## src/rtl/cardinit_pkg.sv

```systemverilog
package cardinit_pkg;

    typedef enum logic [3:0] {
        S_IDLE      = 4'd0,
        S_GO_IDLE   = 4'd1,
        S_IF_COND   = 4'd2,
        S_PROBE_APP = 4'd3,
        S_PROBE_OP  = 4'd4,
        S_PROBE_MMC = 4'd5,
        S_POLL_APP  = 4'd6,
        S_POLL_OP   = 4'd7,
        S_POLL_WAIT = 4'd8,
        S_GET_CID   = 4'd9,
        S_SET_RCA   = 4'd10,
        S_GET_CSD   = 4'd11,
        S_SELECT    = 4'd12,
        S_DONE      = 4'd13,
        S_FAILED    = 4'd14
    } step_e;

    typedef enum logic [2:0] {
        K_NONE  = 3'd0,
        K_SHORT = 3'd1,
        K_BUSY  = 3'd2,
        K_OCR   = 3'd3,
        K_LONG  = 3'd4
    } rsp_kind_e;

    localparam int OCR_W      = 24;
    localparam int RCA_W      = 16;
    localparam int REG_W      = 128;
    localparam int READY_BIT  = 31;
    localparam int CAP_BIT    = 30;
    localparam int LOW_V_TOP  = 15;

    localparam logic [31:0] IFC_PAT_HI = 32'h0000_01AA;
    localparam logic [31:0] IFC_PAT_LO = 32'h0000_02AA;
    localparam logic [RCA_W-1:0] MMC_RCA = 16'h0001;

    typedef struct packed {
        step_e             step;
        logic              is_mmc;
        logic              hcs;
        logic              high_cap;
        logic [RCA_W-1:0]  rca;
        logic [REG_W-1:0]  cid;
        logic [REG_W-1:0]  csd;
        step_e             fail_at;
    } seq_state_t;

endpackage

```

## src/rtl/cardinit_cmd_table.sv

```systemverilog
module cardinit_cmd_table
    import cardinit_pkg::*;
(
    input  step_e                  step,
    input  logic                   is_mmc,
    input  logic                   hcs,
    input  logic [RCA_W-1:0]       rca,
    input  logic [OCR_W-1:0]       volt_mask,
    output logic                   valid,
    output logic [5:0]             index,
    output rsp_kind_e              kind,
    output logic [31:0]            arg
);
    logic [31:0] rca_arg;
    logic [31:0] ocr_arg;
    logic        high_window;

    assign rca_arg     = {rca, 16'h0000};
    assign ocr_arg     = {1'b0, hcs, {(32-OCR_W-2){1'b0}}, volt_mask};
    assign high_window = |volt_mask[OCR_W-1:LOW_V_TOP];

    always_comb begin
        valid = 1'b1;
        index = 6'd0;
        kind  = K_NONE;
        arg   = '0;
        case (step)
            S_GO_IDLE: begin
                index = 6'd0;
                kind  = K_NONE;
            end
            S_IF_COND: begin
                index = 6'd8;
                kind  = K_SHORT;
                arg   = high_window ? IFC_PAT_HI : IFC_PAT_LO;
            end
            S_PROBE_APP, S_POLL_APP: begin
                index = 6'd55;
                kind  = K_SHORT;
            end
            S_PROBE_OP: begin
                index = 6'd41;
                kind  = K_OCR;
            end
            S_PROBE_MMC: begin
                index = 6'd1;
                kind  = K_OCR;
            end
            S_POLL_OP: begin
                index = is_mmc ? 6'd1 : 6'd41;
                kind  = K_OCR;
                arg   = ocr_arg;
            end
            S_GET_CID: begin
                index = 6'd2;
                kind  = K_LONG;
            end
            S_SET_RCA: begin
                index = 6'd3;
                kind  = K_SHORT;
                arg   = is_mmc ? {MMC_RCA, 16'h0000} : 32'h0;
            end
            S_GET_CSD: begin
                index = 6'd9;
                kind  = K_LONG;
                arg   = rca_arg;
            end
            S_SELECT: begin
                index = 6'd7;
                kind  = K_BUSY;
                arg   = rca_arg;
            end
            default: valid = 1'b0;
        endcase
    end
endmodule

```

## src/rtl/cardinit_poll_timer.sv

```systemverilog
module cardinit_poll_timer #(
    parameter int GAP_CYC   = 250_000,
    parameter int LIMIT_CYC = 50_000_000
) (
    input  logic clk,
    input  logic rst_n,
    input  logic gap_run,
    input  logic loop_run,
    output logic gap_done,
    output logic expired
);
    localparam int GW = $clog2(GAP_CYC + 1);
    localparam int LW = $clog2(LIMIT_CYC + 1);

    logic [GW-1:0] gap_d, gap_q;
    logic [LW-1:0] age_d, age_q;

    assign gap_done = (gap_q == GW'(GAP_CYC - 1));
    assign expired  = (age_q >= LW'(LIMIT_CYC));

    always_comb begin
        gap_d = '0;
        age_d = '0;
        if (gap_run)
            gap_d = gap_done ? gap_q : gap_q + GW'(1);
        if (loop_run)
            age_d = expired ? age_q : age_q + LW'(1);
    end

    always_ff @(posedge clk or negedge rst_n) begin
        if (!rst_n) begin
            gap_q <= '0;
            age_q <= '0;
        end else begin
            gap_q <= gap_d;
            age_q <= age_d;
        end
    end
endmodule

```

## src/rtl/card_bringup_fsm.sv

```systemverilog
module card_bringup_fsm
    import cardinit_pkg::*;
#(
    parameter int POLL_GAP_CYC   = 250_000,
    parameter int POLL_LIMIT_CYC = 50_000_000
) (
    input  logic                clk,
    input  logic                rst_n,
    input  logic                start,
    input  logic [23:0]         volt_mask,
    output logic                cmd_valid,
    output logic [5:0]          cmd_index,
    output logic [2:0]          cmd_kind,
    output logic [31:0]         cmd_arg,
    input  logic                rsp_done,
    input  logic                rsp_err,
    input  logic [127:0]        rsp_data,
    output logic                clk_run,
    output logic                clk_fast,
    output logic                pwr_cut,
    output logic                done,
    output logic                fail,
    output logic [3:0]          fail_step,
    output logic                is_mmc,
    output logic                high_cap,
    output logic [15:0]         rca,
    output logic [127:0]        cid,
    output logic [127:0]        csd
);
    seq_state_t st_d, st_q;
    rsp_kind_e  kind_w;
    logic       gap_done, expired, gap_run, loop_run;

    cardinit_cmd_table u_table (
        .step      (st_q.step),
        .is_mmc    (st_q.is_mmc),
        .hcs       (st_q.hcs),
        .rca       (st_q.rca),
        .volt_mask (volt_mask),
        .valid     (cmd_valid),
        .index     (cmd_index),
        .kind      (kind_w),
        .arg       (cmd_arg)
    );

    assign gap_run  = (st_q.step == S_POLL_WAIT);
    assign loop_run = (st_q.step == S_POLL_APP) || (st_q.step == S_POLL_OP) ||
                      (st_q.step == S_POLL_WAIT);

    cardinit_poll_timer #(
        .GAP_CYC   (POLL_GAP_CYC),
        .LIMIT_CYC (POLL_LIMIT_CYC)
    ) u_timer (
        .clk      (clk),
        .rst_n    (rst_n),
        .gap_run  (gap_run),
        .loop_run (loop_run),
        .gap_done (gap_done),
        .expired  (expired)
    );

    always_comb begin
        st_d = st_q;
        case (st_q.step)
            S_IDLE, S_DONE, S_FAILED: begin
                if (start) begin
                    st_d      = '0;
                    st_d.step = S_GO_IDLE;
                end
            end
            S_IF_COND: begin
                if (rsp_done) begin
                    st_d.hcs  = !rsp_err && (rsp_data[31:0] == cmd_arg);
                    st_d.step = S_PROBE_APP;
                end
            end
            S_PROBE_APP: begin
                if (rsp_done)
                    st_d.step = rsp_err ? S_PROBE_MMC : S_PROBE_OP;
            end
            S_PROBE_OP: begin
                if (rsp_done)
                    st_d.step = rsp_err ? S_PROBE_MMC : S_POLL_APP;
            end
            S_POLL_WAIT: begin
                if (gap_done)
                    st_d.step = st_q.is_mmc ? S_POLL_OP : S_POLL_APP;
            end
            default: begin
                if (rsp_done && rsp_err) begin
                    st_d.step    = S_FAILED;
                    st_d.fail_at = st_q.step;
                end else if (rsp_done) begin
                    case (st_q.step)
                        S_GO_IDLE:  st_d.step = S_IF_COND;
                        S_PROBE_MMC: begin
                            st_d.is_mmc = 1'b1;
                            st_d.hcs    = 1'b1;
                            st_d.step   = S_POLL_OP;
                        end
                        S_POLL_APP: st_d.step = S_POLL_OP;
                        S_POLL_OP: begin
                            if (rsp_data[READY_BIT]) begin
                                st_d.high_cap = rsp_data[CAP_BIT];
                                st_d.step     = S_GET_CID;
                            end else if (expired) begin
                                st_d.step    = S_FAILED;
                                st_d.fail_at = S_POLL_OP;
                            end else begin
                                st_d.step = S_POLL_WAIT;
                            end
                        end
                        S_GET_CID: begin
                            st_d.cid  = rsp_data;
                            st_d.step = S_SET_RCA;
                        end
                        S_SET_RCA: begin
                            st_d.rca  = st_q.is_mmc ? MMC_RCA : rsp_data[31:16];
                            st_d.step = S_GET_CSD;
                        end
                        S_GET_CSD: begin
                            st_d.csd  = rsp_data;
                            st_d.step = S_SELECT;
                        end
                        S_SELECT:   st_d.step = S_DONE;
                        default:    st_d.step = S_IDLE;
                    endcase
                end
            end
        endcase
    end

    always_ff @(posedge clk or negedge rst_n) begin
        if (!rst_n)
            st_q <= '0;
        else
            st_q <= st_d;
    end

    assign cmd_kind  = kind_w;
    assign done      = (st_q.step == S_DONE);
    assign fail      = (st_q.step == S_FAILED);
    assign clk_run   = (st_q.step != S_IDLE) && (st_q.step != S_FAILED);
    assign clk_fast  = done;
    assign pwr_cut   = fail;
    assign fail_step = st_q.fail_at;
    assign is_mmc    = st_q.is_mmc;
    assign high_cap  = st_q.high_cap;
    assign rca       = st_q.rca;
    assign cid       = st_q.cid;
    assign csd       = st_q.csd;
endmodule


```

## config.mk

```make
export PLATFORM = sky130hd
export DESIGN_NAME = card_bringup_fsm
export DESIGN_NICKNAME = d
export VERILOG_FILES = /design/src/rtl/cardinit_pkg.sv /design/src/rtl/cardinit_cmd_table.sv /design/src/rtl/cardinit_poll_timer.sv /design/src/rtl/card_bringup_fsm.sv
export SDC_FILE = /design/constraint.sdc
export NUM_CORES = 1
export LEC_CHECK = 0
export ABC_AREA = 1
export BUFFER_PORTS_ARGS = -buffer_cell sky130_fd_sc_hd__clkbuf_2
export CELL_PAD_IN_SITES_DETAIL_PLACEMENT = 1
export CELL_PAD_IN_SITES_GLOBAL_PLACEMENT = 1
export CORE_UTILIZATION = 41
export DETAILED_ROUTE_END_ITERATION = 6
export PLACE_DENSITY = 0.95
export SYNTH_ARGS = -nofsm -noshare
export SYNTH_HDL_FRONTEND = slang
export SYNTH_HIERARCHICAL = 1
export SYNTH_SLANG_ARGS = --single-unit
```

## constraint.sdc

```tcl
create_clock -name clk -period 6.1 [get_ports clk]
set_clock_uncertainty 0.05 [all_clocks]
set_input_delay 1.22 -clock clk [delete_from_list [all_inputs] [get_ports clk]]
set_output_delay 1.22 -clock clk [all_outputs]
set_load 0.05 [all_outputs]
```

==> metrics.txt, run 1 <==
commonest non-fill, non-tap cell in the layout=nand2_1; endpoints failing setup=0; status=completed; Post-Place Setup Slack=roughly 1.3 ns; CP Capture Type=flop; LEAKAGE=11.49 nW; Area growth syn-to-layout=9.480%; Final Hold Fails=0; Compound-Gate Fraction of Synth Area=5.839%; # port buffers=between 400 and 500; I/O pin cnt=between 400 and 500; CTS clock-pin slew for the worst setup and hold paths=0.06 ns; ANT nets after route=0; largest net degree at the start of global routing=182; post-synthesis mux area share=0%; M3 GR Usage=4.961%; EDFF count, synth=0; TritonCTS Buffers=39; net count after synthesis=2,692; Period minus WS final=4.825 ns; top cells by area, synth=dfrtp_1 (44%), nand2_1 (16%), buf_4 (12%); Post-Synth Simple-Gate Area=around 29%; Mapped Cells=~2,500; Rel. slew slack=25.11%; final net count=~2,800; Synth Area in XOR/XNOR=1.216%; Detailed Route Iter0 Violations=1,384; Core ar.=0.04461 sq mm; Synth area leader=dfrtp_1; CTS H-tree lvls=2; maximum buffer depth of the clock tree=3; top cell type's share of synthesized area=43.69%; cts-stage hold buffer count=0; period utilization=79.10%; clk sink count=327; met2 GRT Util=about 50%; Final Max Tran Viols=0; post-CTS setup buffers=0; # DRC=0; post-synthesis area per instance=around 7.4 sq um; Most used DFF post-synth=dfrtp_1; first-pass GRT wire length=between 100,000 and 150,000 microns; total number of vias=17,210; Fillers=5,708; vias in the first global route=18,290; met1 usage=between 30% and 40%; Final WS setup=roughly 1.3 ns; initial antenna violation count=1; CP Class=reg -> reg; post-DP HPWL=about 46,000 microns; FP Rows=77; Via density=5.227; worst skew pair latency=roughly 0.55 ns; Post-synth ARST share=100.0%; worst reg2reg setup slack=between 1 and 1.5 ns; most frequent cells in the layout=nand2_1 (800), clkbuf_2 (480), dfrtp_1 (327); Max VDD drop=about 0.48 mV; wire per inst=about 20 microns; Worst Path Required=around 6.5 ns; worst-path maximum fanout=89; GR Util All Layers=between 20 and 30%; setup TNS=0 ns; HP Class=reg -> reg; yosys warns=6; die footprint=0.04654 sq mm; RSZ-0062 raised after global routing=no; Clock Tree Root=clkbuf_16; share of layout cells above drive strength 1=22.35%; Worst-Margin Slew=~1.1 ns; synth unique cells=39; synthesized area=0.01873 sq mm; post-cts resize count=0; Initial Utilization=41.98%; GRT Residual Overflow=0; drt pass-1 iters=6; Total Wirelength=66,370 microns; register area share after synthesis=43.69%; DIE HEIGHT=215.7 microns; post-layout util=45.97%; TritonCTS clock tree=yes; Power Density=between 600 and 700 mW/mm^2; Adder-Cell Fraction of Synth Area=0.2004%; Die Wd=215.7 microns; Worst EP arrival=5.25 ns; largest family of logic cells by synthesized area=simple AND/OR/NAND/NOR gates; GRT busiest layer=met2; CP Launch Type=flop; FF+latch count, synth=around 330; fmax=0.2072 GHz; Max Cap Violations=0; RD Place Congestion=0.9294
[cell type report]
class / count / area (sq um) / share of cell area [%]
inverter: 244 / 918.4 / 4.479
antenna: 2 / 5.005 / 0.02441
clock buffer: 53 / 1109 / 5.407
tap: 592 / 740.7 / 3.613
sequential: 327 / 8183 / 39.91
clock inverter: 13 / 157.7 / 0.7689
multi-input combinational: 1567 / 6850 / 33.41
timing repair buffer: 494 / 2540 / 12.39
[worst max-delay path, stage by stage, from the launching register on]
cell and delay, ns:
dfrtp_1 0.64, nand2_2 0.16, nor2_2 0.23, nor2_1 0.11, nand2_4 0.61, nand2_2 0.24
nand2_4 0.59, inv_4 0.36, nand2_4 0.46, buf_4 0.84, nand2_1 0.17, nand2_1 0.12
[per-layer routing]
metal	share of wire, %	wire length (microns)	up-vias
met5	0	0	-
met3	6.0	3978	161
li1	-	-	7819
met2	51	33530	667
met4	3.9	2560	0
met1	40	26300	8561
[report_power, final]
| part | switching, mW | leakage (nW) | internal, mW |
|---|---|---|---|
| Combinational | 6.26 | 6.62 | 1.37 |
| Clock | 0.952 | 0.625 | 1.40 |
| Sequential | 0.579 | 4.24 | 2.98 |
[metrics by stage]
stage | total power, mW | cell area [sq um] | std cells | hold WS, ns
final | 13.53 | 20500 | 3292 | 0.4239
after global routing | 14.18 | 20500 | 3291 | 0.4434
after CTS | 13.58 | 20500 | 3290 | 0.4259
after detailed placement | 11.12 | 19230 | 3224 | 0.4086
after global placement | 10.85 | 19230 | 3224 | 0.4055
after floorplan | 10.07 | 18730 | 2532 | 0.3931
[cells by family (layout without fill, tap and decap cells)]
logic type,count (synthesis),after routing
simple gates,1325,1325
buf+inv,638,804
flops,327,327
compound gates,213,213
xor+xnor,26,26
fa+ha+maj,3,3
other cells,0,2
[Yosys cell counts (7+ instances only)]
cell and number:
nand2_1 800, dfrtp_1 327, buf_4 301, nor2_1 251, inv_1 237, nand3_1 203, o21ai_0 146, o21ai_1 42
clkbuf_1 37, buf_2 28, buf_6 20, nand4_1 16, a21oi_1 14, nor2_2 14, xor2_1 14, nand2_2 13
nor3_1 13, xnor2_1 12, inv_2 7
[sequential cells by signal (all words and copies together), names as in the netlist]
signal,cells
is_mmc,1
csd,128
cid,128
st_q,5
high_cap,1
rca,16
u_timer/gap_q,18
fail_step,4
u_timer/age_q,26
[worst paths after layout]
check	startpoint	endpoint	cells after the start
setup / recovery	st_q[281]$_DFFE_PN0P_	csd[44]$_DFFE_PN0P_	11
hold / removal	csd[31]$_DFFE_PN0P_	csd[31]$_DFFE_PN0P_	2
setup reg to reg	st_q[281]$_DFFE_PN0P_	csd[44]$_DFFE_PN0P_	11
hold reg to reg	csd[31]$_DFFE_PN0P_	csd[31]$_DFFE_PN0P_	2
max in group asynchronous	rst_n	csd[113]$_DFFE_PN0P_	2
min in group asynchronous	rst_n	csd[70]$_DFFE_PN0P_	1
No activity file was read; power rests on OpenSTA's default activity.
==> run 2, diff against run 1 <==
ABC_AREA = 0   (was 1)
CORE_UTILIZATION = 39   (was 41)
PLACE_DENSITY = 0.89   (was 0.95)
clock period = 4.5 ns   (was 6.1 ns; I/O delays follow)
==> run 2 against run 1 <==
Clock-buffer cell count shrank 1; routed wire length shrank 15%; non-clock buffer count grew 14; critical path depth shrank 7; critical path type is now reg -> out; critical endpoint is now cmd_arg[9]; highest routed layer is now met5.
==> metrics.txt, run 2 <==
final cell count without fillers=2,749 (-16%); Die Wd=213.4 microns (-1.1%); initial antenna violation count=11 (+10); CP Buf/Inv Count=1 (-1); total number of vias=14,480 (-16%); synth unique cells=73 (+87%); period utilization=a little under nine tenths; Detailed Route Iter0 Violations=988 (-29%); final net count=2,283 (-19%); ANT nets after route=0 (unchanged); share of layout cells above drive strength 1=27.29% (+4.9 points); Most used DFF post-synth=dfrtp_1; Mapped Cells=1,969 (-22%); setup TNS=0 ns (unchanged); crit-path max cell delay=1.05 ns (+0.21 ns); Post-synth ARST share=100.0% (unchanged); Worst Path Required=3.55 ns (-2.98 ns); yosys warns=6 (unchanged); Fillers=5,262 (-7.8%); vias in the first global route=14,890 (-19%); DIE HEIGHT=213.4 microns (-1.1%); post-cts resize count=0 (unchanged); CP Launch Type=flop; wire per inst=20.49 microns (+1.6%); GR Util All Layers=23.90% (-4.4 points); post-DP HPWL=39,720 microns (-14%); I/O pin cnt=482 (unchanged); FF+latch count, synth=327 (unchanged); cell total after placement=2,674 (-17%); Total Wirelength=56,340 microns (-15%); CTS clock-pin slew for the worst setup and hold paths=0.06 ns (about the same); fmax=0.2611 GHz; TritonCTS clock tree=yes; Initial Utilization=39.51% (-2.5 points); CP Class=reg -> out; Multi-input gate area=0.005584 sq mm (-18%); Rel. slew slack=31.92% (+6.8 points); Period minus WS final=3.831 ns; crit path max-delay cell type=and4b_1; post-CTS setup buffers=0 (unchanged); maximum buffer depth of the clock tree=3 (unchanged); Core ar.=0.04412 sq mm (-1.1%); worst-path cell chain=and4b_1 -> nand2_1 -> o21ai_1 -> clkbuf_2; status=completed; RSZ-0062 raised after global routing=no; # DRC=0 (unchanged); CP top delay family=simple AND/OR/NAND/NOR gates; post-synthesis area per instance=8.853 sq um (+20%); worst-path maximum fanout=24 (-73%); Via density=5.267 (+0.76%); Max Cap Violations=0 (unchanged); GRT Residual Overflow=0 (unchanged); most frequent cells in the layout=clkbuf_2 (480), dfrtp_1 (327), o21ai_0 (294); TritonCTS Buffers=39 (unchanged); HP Class=in -> async; cts-stage hold buffer count=0 (unchanged); drt pass-1 iters=5 (-1); CP Capture Type=output port; worst skew pair latency=0.56 ns (about the same); Min Hold Slack=0.3879 ns (-0.03602 ns); most common cell in the synthesized netlist=dfrtp_1; Clock Tree Root=clkbuf_16; Final Max Tran Viols=0 (unchanged); FP Rows=77 (unchanged); Commonest cells post-synth=dfrtp_1 (327), o21ai_0 (294), buf_4 (281); Final Hold Fails=0 (unchanged); CTS H-tree lvls=2 (unchanged); RD Place Congestion=0.8771 (-5.6%); EDFF count, synth=0 (unchanged); Worst EP arrival=2.88 ns (-2.37 ns); synthesized area=0.01743 sq mm (-6.9%); endpoints failing setup=0 (unchanged); commonest non-fill, non-tap cell in the layout=clkbuf_2; Area growth syn-to-layout=12.45%; register area share after synthesis=46.94% (+3.2 points); die footprint=0.04555 sq mm (-2.1%); # port buffers=481 (unchanged); first-pass GRT wire length=84,700 microns (-18%); top cell type's share of synthesized area=46.94% (+3.2 points); largest net degree at the start of global routing=152 (-16%); Worst-Margin Slew=1.017 ns (-0.1058 ns); clk sink count=327 (unchanged); Synth area leader=dfrtp_1; Reg area=0.008183 sq mm (unchanged); net count after synthesis=2,129 (-21%); top cells by area, synth=dfrtp_1 (47%), buf_4 (12%), o21ai_0 (8.4%)
-- run 2: changes by cell type after synthesis, moves of 21 or more --
cell,change
xnor2_1,+40
o21ai_0,+148
nand3_1,+72
nor2_1,-223
inv_1,+36
o21ai_1,-37
buf_2,+21
nand2_1,-727
and2_1,+38
-- run 2: cell families (layout without fill, tap and decap cells) --
| group | after synthesis | in the layout | synth area share [%] |
|---|---|---|---|
| fa+ha+maj | 3 | 3 | 0.2154 |
| compound gates | 401 | 401 | 13.06 |
| simple gates | 503 | 503 | 15.12 |
| flops | 327 | 327 | 46.94 |
| other cells | 0 | 10 | 0 |
| mux | 6 | 6 | 0.3589 |
| xor+xnor | 60 | 60 | 3.122 |
| buf+inv | 669 | 847 | 21.18 |
-- run 2: layer usage --
layer | vias up | global-route usage, % | part of all wire [%]
met3 | 136 | 6.034 | 6.9
met2 | 567 | 41.03 | 51
met1 | 7245 | 27.76 | 39
li1 | 6529 | - | -
met4 | 2 | 11.65 | 3.5
met5 | - | 0 | 0.034
-- run 2: worst reg2reg max path, stage by stage (launching register included) --
cell and delay (ns):
dfrtp_1 0.52, buf_4 0.32, nor4_1 0.87, nand2_1 0.27
o21ai_4 0.23, buf_12 0.40, nand3_1 0.40, o21ai_0 0.14
-- run 2: worst paths after layout --
| path | from | end | slack [ns] | depth (start not counted) |
|---|---|---|---|---|
| max | st_q[282]$_DFFE_PN0P_ | cmd_arg[9] | 0.67 | 4 |
| min | rst_n | csd[20]$_DFFE_PN0P_ | 0.39 | 1 |
| max reg2reg | st_q[281]$_DFFE_PN0P_ | cid[110]$_DFFE_PN0P_ | 1.22 | 7 |
| min reg2reg | fail_step[2]$_DFFE_PN0P_ | fail_step[2]$_DFFE_PN0P_ | 0.45 | 1 |
| max in group asynchronous | rst_n | cid[76]$_DFFE_PN0P_ | 3.10 | 2 |
| min in group clk | fail_step[2]$_DFFE_PN0P_ | fail_step[2]$_DFFE_PN0P_ | 0.45 | 1 |
-- run 2: stage by stage --
stage | instance area [sq um] | worst slack (ns) | util, %
2_1_floorplan | 17430 | 0.6240 | -
3_3_place_gp | 18290 | 1.402 | 41.46
3_5_place_dp | 18290 | 1.287 | 41.46
4_1_cts | 19580 | 0.7065 | 44.37
5_1_grt | 19600 | 0.5592 | 44.42
6_report | 19600 | 0.6694 | 44.42
-- run 2: cell type report --
cell class	instances	share of cell area [%]
tap	592	3.779
antenna	10	0.1277
multi-input combinational	973	28.49
clock inverter	13	0.9511
timing repair buffer	508	14.07
inverter	274	5.247
clock buffer	52	5.592
sequential	327	41.75
Power of run 2 is left out: the tool's default activity adds up to more than one toggle a clock period on the data nets, which glitch-free logic cannot reach.
